## src/rtl/tmr_host_pkg.sv

```systemverilog
package tmr_host_pkg;

  localparam int NUM_CH    = 3;
  localparam int BYTE_W    = 8;
  localparam int CNT_W     = 2 * BYTE_W;
  localparam int MODE_W    = 3;
  localparam int ADDR_W    = 2;
  localparam logic [ADDR_W-1:0] CTRL_ADDR = ADDR_W'(NUM_CH);

  // byte access selector; ACC_NONE doubles as "no snapshot pending"
  typedef enum logic [1:0] {
    ACC_NONE = 2'd0,
    ACC_LO   = 2'd1,
    ACC_HI   = 2'd2,
    ACC_WORD = 2'd3
  } acc_e;

  function automatic logic [BYTE_W-1:0] pick_byte(input logic [CNT_W-1:0] v,
                                                   input logic hi);
    return hi ? v[CNT_W-1:BYTE_W] : v[BYTE_W-1:0];
  endfunction

  function automatic logic [BYTE_W-1:0] pack_status(input logic out,
                                                     input acc_e acc,
                                                     input logic [MODE_W-1:0] mode,
                                                     input logic bcd);
    return {out, 1'b0, acc, mode, bcd};
  endfunction

  function automatic logic [CNT_W-1:0] form_count(input acc_e acc,
                                                   input logic [BYTE_W-1:0] b,
                                                   input logic [BYTE_W-1:0] held);
    case (acc)
      ACC_HI:   return {b, {BYTE_W{1'b0}}};
      ACC_WORD: return {b, held};
      default:  return {{BYTE_W{1'b0}}, b};
    endcase
  endfunction

endpackage

```

## src/rtl/tmr_ctrl_decode.sv

```systemverilog
module tmr_ctrl_decode
  import tmr_host_pkg::*;
(
  input  logic                wr_en,
  input  logic [ADDR_W-1:0]   addr,
  input  logic [BYTE_W-1:0]   wdata,
  output logic [NUM_CH-1:0]   cfg_wr,
  output logic [NUM_CH-1:0]   cnt_frz_req,
  output logic [NUM_CH-1:0]   st_frz_req,
  output logic [NUM_CH-1:0]   dat_wr
);

  logic ctrl_hit;
  logic rb_cmd;
  logic acc_zero;

  assign ctrl_hit = wr_en && (addr == CTRL_ADDR);
  assign rb_cmd   = (wdata[7:6] == 2'b11);
  assign acc_zero = (wdata[5:4] == ACC_NONE);

  for (genvar c = 0; c < NUM_CH; c++) begin : g_ch
    logic sel;
    logic rb_sel;
    assign sel    = !rb_cmd && (wdata[7:6] == 2'(c));
    assign rb_sel = rb_cmd && wdata[c+1];

    assign cfg_wr[c]      = ctrl_hit && sel && !acc_zero;
    assign cnt_frz_req[c] = ctrl_hit && ((sel && acc_zero) || (rb_sel && !wdata[5]));
    assign st_frz_req[c]  = ctrl_hit && rb_sel && !wdata[4];
    assign dat_wr[c]      = wr_en && (addr == ADDR_W'(c));
  end

endmodule

```

## src/rtl/tmr_chan_regs.sv

```systemverilog
module tmr_chan_regs
  import tmr_host_pkg::*;
(
  input  logic               clk,
  input  logic               rst_n,
  input  logic               cfg_wr,
  input  logic               cnt_frz_req,
  input  logic               st_frz_req,
  input  logic               dat_wr,
  input  logic               rd_hit,
  input  logic [BYTE_W-1:0]  wbyte,
  input  logic [CNT_W-1:0]   cnt_live,
  input  logic               out_lvl,
  output logic [BYTE_W-1:0]  rd_byte,
  output logic               load_stb,
  output logic [CNT_W-1:0]   load_val,
  output logic [MODE_W-1:0]  mode,
  output logic               bcd,
  output logic               cl_pend,
  output logic               st_pend
);

  acc_e               acc;
  logic               wr_hi;
  logic               rd_hi;
  logic [BYTE_W-1:0]  hold;
  acc_e               cl_state;
  logic [CNT_W-1:0]   cl_val;
  logic [BYTE_W-1:0]  st_val;

  assign cl_pend = (cl_state != ACC_NONE);

  always_comb begin
    if (st_pend)
      rd_byte = st_val;
    else if (cl_pend)
      rd_byte = pick_byte(cl_val, cl_state == ACC_HI);
    else
      rd_byte = pick_byte(cnt_live, (acc == ACC_HI) || ((acc == ACC_WORD) && rd_hi));
  end

  always_ff @(posedge clk or negedge rst_n) begin
    if (!rst_n) begin
      acc      <= ACC_WORD;
      mode     <= MODE_W'(3);
      bcd      <= 1'b0;
      wr_hi    <= 1'b0;
      rd_hi    <= 1'b0;
      hold     <= '0;
      cl_state <= ACC_NONE;
      cl_val   <= '0;
      st_pend  <= 1'b0;
      st_val   <= '0;
      load_stb <= 1'b0;
      load_val <= '0;
    end else begin
      load_stb <= 1'b0;

      if (cfg_wr) begin
        acc   <= acc_e'(wbyte[5:4]);
        mode  <= wbyte[3:1];
        bcd   <= wbyte[0];
        wr_hi <= 1'b0;
        rd_hi <= 1'b0;
      end

      if (cnt_frz_req && !cl_pend) begin
        cl_val   <= cnt_live;
        cl_state <= acc;
      end

      if (st_frz_req && !st_pend) begin
        st_pend <= 1'b1;
        st_val  <= pack_status(out_lvl, acc, mode, bcd);
      end

      if (dat_wr) begin
        if ((acc == ACC_WORD) && !wr_hi) begin
          hold  <= wbyte;
          wr_hi <= 1'b1;
        end else begin
          load_stb <= 1'b1;
          load_val <= form_count(acc, wbyte, hold);
          wr_hi    <= 1'b0;
        end
      end

      if (rd_hit) begin
        if (st_pend)
          st_pend <= 1'b0;
        else if (cl_pend)
          cl_state <= (cl_state == ACC_WORD) ? ACC_HI : ACC_NONE;
        else if (acc == ACC_WORD)
          rd_hi <= !rd_hi;
      end
    end
  end

endmodule

```

## src/rtl/tmr_host_port.sv

```systemverilog
module tmr_host_port
  import tmr_host_pkg::*;
(
  input  logic                      clk,
  input  logic                      rst_n,
  input  logic                      wr_en,
  input  logic                      rd_en,
  input  logic [ADDR_W-1:0]         addr,
  input  logic [BYTE_W-1:0]         wdata,
  output logic [BYTE_W-1:0]         rdata,
  input  logic [NUM_CH*CNT_W-1:0]   cnt_live,
  input  logic [NUM_CH-1:0]         out_lvl,
  output logic [NUM_CH-1:0]         load_stb,
  output logic [NUM_CH*CNT_W-1:0]   load_val,
  output logic [NUM_CH*MODE_W-1:0]  chan_mode,
  output logic [NUM_CH-1:0]         chan_bcd
);

  logic [NUM_CH-1:0] cfg_wr;
  logic [NUM_CH-1:0] cnt_frz_req;
  logic [NUM_CH-1:0] st_frz_req;
  logic [NUM_CH-1:0] dat_wr;
  logic [NUM_CH-1:0] rd_hit;
  logic [NUM_CH-1:0] cl_pend;
  logic [NUM_CH-1:0] st_pend;
  logic [BYTE_W-1:0] rd_byte [NUM_CH];
  logic              rd_go;
  logic [BYTE_W-1:0] rd_mux;

  assign rd_go = rd_en && !wr_en;

  tmr_ctrl_decode u_dec (
    .wr_en       (wr_en),
    .addr        (addr),
    .wdata       (wdata),
    .cfg_wr      (cfg_wr),
    .cnt_frz_req (cnt_frz_req),
    .st_frz_req  (st_frz_req),
    .dat_wr      (dat_wr)
  );

  for (genvar c = 0; c < NUM_CH; c++) begin : g_ch
    assign rd_hit[c] = rd_go && (addr == ADDR_W'(c));

    tmr_chan_regs u_chan (
      .clk         (clk),
      .rst_n       (rst_n),
      .cfg_wr      (cfg_wr[c]),
      .cnt_frz_req (cnt_frz_req[c]),
      .st_frz_req  (st_frz_req[c]),
      .dat_wr      (dat_wr[c]),
      .rd_hit      (rd_hit[c]),
      .wbyte       (wdata),
      .cnt_live    (cnt_live[c*CNT_W +: CNT_W]),
      .out_lvl     (out_lvl[c]),
      .rd_byte     (rd_byte[c]),
      .load_stb    (load_stb[c]),
      .load_val    (load_val[c*CNT_W +: CNT_W]),
      .mode        (chan_mode[c*MODE_W +: MODE_W]),
      .bcd         (chan_bcd[c]),
      .cl_pend     (cl_pend[c]),
      .st_pend     (st_pend[c])
    );
  end

  // control address reads back as zero (falls through every compare)
  always_comb begin
    rd_mux = '0;
    for (int c = 0; c < NUM_CH; c++)
      if (addr == ADDR_W'(c)) rd_mux = rd_byte[c];
  end

  always_ff @(posedge clk or negedge rst_n) begin
    if (!rst_n)
      rdata <= '0;
    else if (rd_go)
      rdata <= rd_mux;
  end

endmodule

```

## config.mk

```make
export PLATFORM = sky130hd
export DESIGN_NAME = tmr_host_port
export DESIGN_NICKNAME = d
export VERILOG_FILES = /design/src/rtl/tmr_host_pkg.sv /design/src/rtl/tmr_ctrl_decode.sv /design/src/rtl/tmr_chan_regs.sv /design/src/rtl/tmr_host_port.sv
export SDC_FILE = /design/constraint.sdc
export NUM_CORES = 1
export LEC_CHECK = 0
export BUFFER_PORTS_ARGS = -buffer_cell sky130_fd_sc_hd__buf_2
export CAP_MARGIN = 0
export CORE_UTILIZATION = 55
export CTS_CLUSTER_SIZE = 30
export DETAILED_ROUTE_END_ITERATION = 8
export PLACE_DENSITY_LB_ADDON = 0.1
export RECOVER_POWER = 100
export SYNTH_ARGS = -nofsm -noshare
export SYNTH_HDL_FRONTEND = slang
export SYNTH_SLANG_ARGS = --single-unit
```

## constraint.sdc

```tcl
create_clock -name clk -period 2.2 [get_ports clk]
set_input_delay 0.44 -clock clk [delete_from_list [all_inputs] [get_ports clk]]
set_output_delay 0.44 -clock clk [all_outputs]
set_load 0.01 [all_outputs]
```

# == Yosys cells after proc, flatten, opt, wreduce, memory -nomap -nowiden ==
# Index checks and enable logic that the tools add are counted.
# classes
n_eq_ne,18
mux,72
bitwise_logic,3
reduce_logical,85
# ops
op,count
$mux W8,15
$pmux W16 S2,3
$logic_and A1 B1 Y1,47
$mux W1,39
$eq A2 B2 Y1 const B,16
$mux W2,15
$logic_not A1 Y1,17
$reduce_and A2 Y1,6
$reduce_bool A2 Y1,6
$logic_not A2 Y1,3
$logic_or A1 B1 Y1,6
$eq A2 B1 Y1 const B,2
$not A1 Y1,3
# word_totals
reg_bits,185
in_bits,65

# == Logic depth before layout (Yosys ltp) ==
# Gate-level depths: netlist (run 1).
# depth
ltp_word,11
mapped_depth,7
ltp_nobuf,5

# == Modules after synthesis ==
# Synthesis (run 1) repeated with hierarchy kept, for this count alone.
# hier_totals
cells_unflattened,807
area_unflattened_um2,8614.5
# by_module_without_submodules
mod,n_inst,cells_each,area_per_inst_um2,seq_area_each_um2
tmr_chan_regs,3,241,2648.8,1481.4
tmr_host_port,1,59,505.5,200.2
tmr_ctrl_decode,1,25,162.7,0.0

# == Worst setup path before layout (run 1) ==
# OpenSTA, ideal clock, no wires.
# synth_timing
path_kind,input -> register
start,input wr_en
end,register g_ch[0].u_chan.st_val[7]
setup_ps,125
arrival_ps,1831
required_time_ps,2075
setup_slack_ps,244
cell_stages,6
path_buffers,2
cell_sequence,buf_4 > nand3_2 > or3_1 > buf_2 > nor3b_4 > mux2_2
# synth_via
elab_chain_len,4
# synth_rtl
element,line_no,source
from (decl),tmr_host_port.sv:6,"input logic wr_en,"
$logic_and A1 B1 Y1,tmr_ctrl_decode.sv:17,assign ctrl_hit = wr_en && (addr == CTRL_ADDR);
$logic_and A1 B1 Y1 (2 in a row),tmr_ctrl_decode.sv:29,assign st_frz_req[c] = ctrl_hit && rb_sel && !wdata[4];
$logic_and A1 B1 Y1,tmr_chan_regs.sv:72,if (st_frz_req && !st_pend) begin
to (signal assigned),tmr_chan_regs.sv:74,"st_val <= pack_status(out_lvl, acc, mode, bcd);"
to (decl),tmr_chan_regs.sv:29,logic [BYTE_W-1:0] st_val;
# Every way passes these cells.
# A chain may end at the register's enable or synchronous reset.

# == Final worst setup path (run 1) ==
# layout_timing
start,register g_ch[2].u_chan.acc[0]
end,register rdata[3]
# layout_via
elab_chain_len,7
elab_cells_between_ends,8
classes_between,eq/ne (2); mux (4); reduce/logical (2)
# layout_rtl
element,line_no,source
from (decl),tmr_chan_regs.sv:23,acc_e acc;
from (signal assigned),tmr_chan_regs.sv:60,acc <= acc_e'(wbyte[5:4]);
$eq A2 B2 Y1,tmr_chan_regs.sv:39,"rd_byte = pick_byte(cnt_live, (acc == ACC_HI) || ((acc == ACC_WORD) && rd_hi));"
$logic_and A1 B1 Y1,tmr_chan_regs.sv:39,
$logic_or A1 B1 Y1 (*),tmr_chan_regs.sv:39,
$mux W8 (*),tmr_host_pkg.sv:20,return hi ? v[CNT_W-1:BYTE_W] : v[BYTE_W-1:0];
$mux W8 (*),tmr_chan_regs.sv:36,else if (cl_pend)
$mux W8 (*),tmr_chan_regs.sv:34,if (st_pend)
$mux W8 (*),tmr_host_port.sv:70,if (addr == ADDR_W'(c)) rd_mux = rd_byte[c];
to (signal assigned),tmr_host_port.sv:77,rdata <= rd_mux;
to (decl),tmr_host_port.sv:10,"output logic [BYTE_W-1:0] rdata,"
# Every way passes the cells marked *; elsewhere a longest branch is shown, timed or not.

==> impl_results.md, run 1 <==
* Placer Congestion at between 0.8 and 0.9
* Final hold violation count at 0
* Antenna Nets Post-Route at 0
* Req. time, crit path at around 2.6 ns
* Cell Area, Synth at 0.008503 mm²
* TritonCTS clock tree: yes
* Synth Flop Type: dfrtp_1
* Max-slew violations at 0
* Fin cells at 1,118
* Slew margin rel. at 22.51%
* Worst-margin pin slew at between 1 and 1.5 ns
* Met1 usage at between 30% and 40%
* Yosys warnings at 0
* Initial Util at 56.14%
* Final setup vio count at 0
* RSZ-0062 raised after global routing: no
* Post-synthesis cell count at roughly 780
* Gr busiest metal: met2
* Largest net degree at the start of global routing at 51
* Share of post-route cells with drive strength above 1 at a little over a quarter
* Post-CTS Resized at 0
* IO Port Bufs at around 140
* TritonRoute pass-1 iters at 5
* Final worst slack at between 0.1 and 0.15 ns
* Vias in the first global route at around 6,600
* First-pass GRT wire length at 35,330 µm
* Total GRT Usage at 28.81%
* Inserted Clock Buffers at 17
* P&R area growth vs syn at 17.42%
* Avg Vias per Cell at ~6
* Min-delay worst type: in2reg
* Power Total at ~10 mW
* Synth async-reset ratio at 100.0%
* Area contributors post-synth: dfrtp_1, mux2_2, o21ai_0
* Max VDD drop at just under 0.6 mV
* DR vias at 6,756
* #FFs+latches synth at approximately 190
* Initial drt markers at about 590
* Outcome: finished clean
* MaxCap Viol Count at 0
* Rows at 45
* Yosys top cell area share at roughly half
* Synthesized Nets at roughly 840
* Crit path DAT at around 2.4 ns
* Ports at 136
* Largest fanout on the critical path at 6
* DP Worst Slack at -0.01790 ns
* Total grt overflow at 0
* Worst hold slack at between 0.2 and 0.3 ns
* Core area at about 0.015 mm²
* Dpl cell area at approximately 0.0095 mm²
* Placed Cells at ~1,100
* Post-synth EDFFs at 0
* Sequential share of the synthesized area at 54.62%
* Clk_lat worst skew at ~0.43 ns
* Initial antenna violation count at 0
* Synth Area per Inst at approximately 11 µm²
* Worst-path clk slew at approximately 0.07 ns
* Endpoint class of the critical path: flip-flop
* TNS Setup at 0 ns
* Avg WL per Cell at between 15 and 20 µm
* Post-layout util at about 66%
* Htree depth at 4
* Die Ht at ~130 µm
* Clock skew at about 0.008 ns
* Tcrit/Tclk final at between 90% and 100%
* Fmax achieved at slightly below 500 MHz
* Tmin final at roughly 2.1 ns
* M2 GR Usage at 47.09%
* Maximum buffer depth of the clock tree at 2
* Dpl hpwl at approximately 15,000 µm
* P_leak at between 4 and 5 nW
* Die width at roughly 130 µm
* Clock Tree Root: clkbuf_16
* Die Footprint at ~0.016 mm²
* # diodes at 0
* Residual DRC at 0
* Crit Path Class: reg2reg
* Met3 usage at under 10%
* Clock sink count at approximately 190
* Final #Nets at approximately 980
* Design area at about 0.01 mm²
* Yosys cell types at just over 50
* List of most frequent post-synthesis cells: dfrtp_1, mux2_2, nand2_1, o21ai_0, clkbuf_1
* P per Cell Area at around 1000 mW/mm²
* Drt total wl at approximately 22,000 µm
* Most frequent cell after synthesis: dfrtp_1
* CP Launch Type: flip-flop
* Area leader, netlist: dfrtp_1
[critical path: stages, from the launching register on]
cell	delay [ns]
dfstp_1	0.59
nor2b_1	0.38
o21ai_0	0.13
a311o_1	0.36
a22oi_1	0.33
o32a_1	0.20
[timing repair]
| item | in CTS | in global routing |
|---|---|---|
| setup buffers | 0 | 0 |
| hold buffers | 1 | 0 |
| hold endpoints to repair | 38 | 0 |
[cells by family after synthesis]
family	Yosys count	share of synthesized area (%)
AOI/OAI and AO/OA	196	14.29
buffers and inverters	77	3.958
DFF	185	54.62
muxes	109	14.39
and+or+nand+nor	211	12.74
[flip-flops by register name, indices dropped and copies added, names as in the netlist]
name and cells:
g_ch.u_chan.st_pend 3, g_ch.u_chan.load_stb 3, g_ch.u_chan.mode 9, g_ch.u_chan.cl_state 6, g_ch.u_chan.bcd 3, g_ch.u_chan.st_val 21
g_ch.u_chan.wr_hi 3, g_ch.u_chan.acc 6, g_ch.u_chan.hold 24, rdata 8, g_ch.u_chan.cl_val 48, g_ch.u_chan.load_val 48
g_ch.u_chan.rd_hi 3
[placed cells by master, fill, tap and decap left out, types with 7 or more instances in the layout]
cell         n
o32a_1       7
mux2_2     104
a31oi_1      8
clkbuf_2     7
buf_2       66
nor2b_1     14
buf_4       29
dfrtp_1    173
inv_1       13
nand2b_1     9
nand2_1    105
a21oi_1     26
a221oi_1     7
nand4_1      7
o21ai_0     97
nor2_1      13
clkbuf_16   17
nand3_1     17
nor3_1      10
clkbuf_1    78
and3_1      16
dfstp_1      7
a22oi_1     18
[worst paths after layout]
path / slack (ns) / from / end / cells past startpoint
hold / removal: 0.25 / cnt_live[0] / g_ch[0].u_chan.cl_val[0]$_DFFE_PN0N_ / 3
max in group asynchronous: 0.31 / rst_n / g_ch[0].u_chan.mode[0]$_DFFE_PN1P_ / 3
hold reg to reg: 0.48 / g_ch[2].u_chan.load_val[1]$_DFFE_PN0P_ / g_ch[2].u_chan.load_val[1]$_DFFE_PN0P_ / 2
setup reg to reg: 0.13 / g_ch[2].u_chan.acc[0]$_DFFE_PN1P_ / rdata[3]$_DFFE_PN0P_ / 5
setup / recovery: 0.13 / g_ch[2].u_chan.acc[0]$_DFFE_PN1P_ / rdata[3]$_DFFE_PN0P_ / 5
min in group asynchronous: 0.78 / rst_n / g_ch[2].u_chan.load_stb$_DFF_PN0_ / 2
[layout make-up]
| cell class | count | area, µm² |
|---|---|---|
| Clock inverter | 8 | 118.9 |
| Tap cell | 188 | 235.2 |
| Fill cell | 1234 | 5161 |
| Timing Repair Buffer | 182 | 945.9 |
| Multi-Input combinational cell | 516 | 3502 |
| Inverter | 15 | 56.30 |
| Sequential cell | 185 | 4644 |
| Clock buffer | 24 | 481.7 |
[power by group]
part	switching [mW]	total [mW]	leakage [nW]	internal (mW)
clock	1.25	3.13	0.298	1.87
sequential	0.581	4.87	2.35	4.29
combinational	1.36	2.43	1.88	1.07
total	3.19	10.4	4.53	7.23
[per-layer routing]
layer	vias to the layer above	wire [µm]
li1	3087	-
met1	3362	9456
met2	274	10840
met3	33	1133
met4	0	424
met5	-	0
No activity file was read; power rests on OpenSTA's default activity.
==> run 2: changes to the inputs <==
GPL_ROUTABILITY_DRIVEN = 0   (was not set)
clock period = 2.6 ns   (was 2.2 ns; I/O delays follow)
==> impl_results.md, run 2 (same netlist as run 1, synthesis figures left out) <==
* Outcome: finished clean
* Clock Tree Root: clkbuf_16
* Clock sink count at 185 (unchanged)
* DR vias at 6,622 (-2.0%)
* Reg power frac at 47.2% (+0.5 points)
* Dpl cell area at 0.009382 mm² (-1.5%)
* IO Port Bufs at 135 (unchanged)
* Tmin final at 2.374 ns
* Htree depth at 4 (unchanged)
* Max VDD drop at 0.4960 mV (-14%)
* Reg2Reg Setup Slack at 0.31 ns (+0.18 ns)
* Crit Path Class: in2reg
* Req. time, crit path at 2.92 ns (+0.36 ns)
* Initial Util at 56.14% (unchanged)
* Crit path DAT at 2.69 ns (+0.26 ns)
* Total grt overflow at 0 (unchanged)
* Initial antenna violation count at 0 (unchanged)
* Hold Path Origin: cnt_live[7]
* Inserted Clock Buffers at 17 (unchanged)
* Fmax achieved at between 400 and 500 MHz
* MaxCap Viol Count at 0 (unchanged)
* RSZ-0062 raised after global routing: no
* Post-CTS Repair Setup Buffers at 0 (unchanged)
* Worst-path clk slew at 0.07 ns (about the same)
* Critical path endpoint: g_ch[1].u_chan.st_val[1]$_DFFE_PN0P_
* Drt total wl at 21,530 µm (-1.5%)
* Die width at 126.3 µm (unchanged)
* TritonCTS clock tree: yes
* # diodes at 0 (unchanged)
* TritonRoute pass-1 iters at 7 (+2)
* Share of post-route cells with drive strength above 1 at 25.55% (-1.5 points)
* Vias in the first global route at 6,581 (-0.87%)
* Avg Vias per Cell at 6.020 (-0.38%)
* NetSw at 2.713 mW (-15%)
* Sw Share at 30.79% (+0.16 points)
* Critical Path Source: addr[0]
* Gate power share at 21.9% (-1.4 points)
* Die Footprint at 0.01596 mm² (unchanged)
* P per Cell Area at 897.4 mW/mm² (-14%)
* Worst-margin pin slew at 1.004 ns (-0.1586 ns)
* Clock skew at 0.006199 ns (-0.001750 ns)
* Design area at 0.009816 mm² (-1.7%)
* Ports at 136 (unchanged)
* TNS Setup at 0 ns (unchanged)
* Avg WL per Cell at 19.57 µm (+0.12%)
* Max-slew violations at 0 (unchanged)
* Antenna Nets Post-Route at 0 (unchanged)
* Slew margin rel. at 33.08% (+11 points)
* Final #Nets at 964 (-1.8%)
* Maximum buffer depth of the clock tree at 2 (unchanged)
* Total GRT Usage at 28.15% (-0.67 points)
* P_leak at 4.419 nW (-2.4%)
* Endpoint class of the critical path: flip-flop
* Clk_lat worst skew at 0.43 ns (about the same)
* Rows at 45 (unchanged)
* Final hold violation count at 0 (unchanged)
* Largest net degree at the start of global routing at 53 (+3.9%)
* Largest fanout on the critical path at 13 (+7)
* Residual DRC at 0 (unchanged)
* P&R area growth vs syn at 15.44%
* Tcrit/Tclk final at between 90% and 100%
* Most common cell after layout, fill and taps aside: dfrtp_1
* Reg2Reg Depth at 4 (-1)
* Initial drt markers at 462 (-21%)
* Die Ht at 126.3 µm (unchanged)
* Dpl hpwl at 15,080 µm (-1.6%)
* Final setup vio count at 0 (unchanged)
* Clock power frac at 30.9% (+0.9 points)
* Core area at 0.01515 mm² (unchanged)
* Critical R2R Launch: g_ch[1].u_chan.cl_state[0]$_DFF_PN0_
* First-pass GRT wire length at 34,400 µm (-2.6%)
* Min-delay worst type: in2reg
* CP Launch Type: input pin
* P_int at 6.096 mW (-16%)
* Commonest cells after routing, fill and taps aside: dfrtp_1, nand2_1, mux2_2, o21ai_0, clkbuf_1
* Biggest regs: g_ch.u_chan.cl_val: 48 flops, g_ch.u_chan.load_val: 48 flops, g_ch.u_chan.hold: 24 flops
* R2r endpoint: g_ch[1].u_chan.cl_val[9]$_DFFE_PN0N_
-- run 2: per-stage QoR --
| stage | util (%) | setup slack [ns] | instances | total power [mW] | hold slack [ns] |
|---|---|---|---|---|---|
| 3_3_place_gp | 61.94 | 0.2883 | 1067 | 6.121 | 0.4441 |
| 3_5_place_dp | 61.94 | 0.2001 | 1067 | 6.229 | 0.4530 |
| 6_report | 64.81 | 0.2256 | 1100 | 8.808 | 0.3131 |
| 5_1_grt | 64.81 | 0.09021 | 1100 | 9.289 | 0.3043 |
| 2_1_floorplan | - | 0.5644 | 778 | 5.365 | 0.2244 |
| 4_1_cts | 66.10 | 0.4312 | 1100 | 8.967 | 0.3024 |
-- run 2: what timing repair did --
item                                   4_1_cts  5_1_grt
endpoints found under the hold margin       33        0
resized for setup                            0        0
hold buffers                                 1        0
-- run 2: power groups by stage --
| stage | Sequential [mW] | Clock (mW) | Combinational, mW |
|---|---|---|---|
| global placement | 4.16 | 0 | 1.96 |
| CTS | 4.16 | 2.77 | 2.04 |
| detailed placement | 4.20 | 0 | 2.03 |
| global route | 4.25 | 2.89 | 2.15 |
| floorplan | 4.14 | 0 | 1.23 |
| finish | 4.16 | 2.73 | 1.93 |
-- run 2: area by class of cell --
class / instances / area (µm²)
tap: 188 / 235.2
clock inverter: 13 / 177.7
clock buffer: 19 / 442.9
timing repair buffer: 164 / 775.7
inverter: 15 / 56.30
multi-input combinational: 516 / 3483
sequential: 185 / 4644
fill: 1224 / 5330
-- run 2: worst min path at each step --
stage                                                          to  slack [ns]  cells past startpoint
after global placement    g_ch[2].u_chan.load_val[13]$_DFFE_PN0P_        0.44                      1
after global routing         g_ch[0].u_chan.cl_val[7]$_DFFE_PN0N_        0.30                      3
after CTS                    g_ch[0].u_chan.cl_val[7]$_DFFE_PN0N_        0.30                      3
final                        g_ch[0].u_chan.cl_val[7]$_DFFE_PN0N_        0.31                      3
after floorplan                    g_ch[0].u_chan.bcd$_DFFE_PN0P_        0.22                      0
after detailed placement  g_ch[2].u_chan.load_val[13]$_DFFE_PN0P_        0.45                      1
-- run 2: worst max-delay path, cell delays in order --
cell      delay [ns]
clkbuf_1        0.45
nand3_1         0.22
or3_1           0.50
nor3b_2         0.58
mux2_2          0.42
-- run 2: per-layer routing --
layer / wire [µm] / global-route usage (%) / up-vias
met2: 10540 / 45.21 / 231
met5: 0 / 0 / -
li1: - / - / 3051
met3: 1240 / 6.622 / 35
met4: 399 / 9.426 / 0
met1: 9354 / 37.89 / 3305
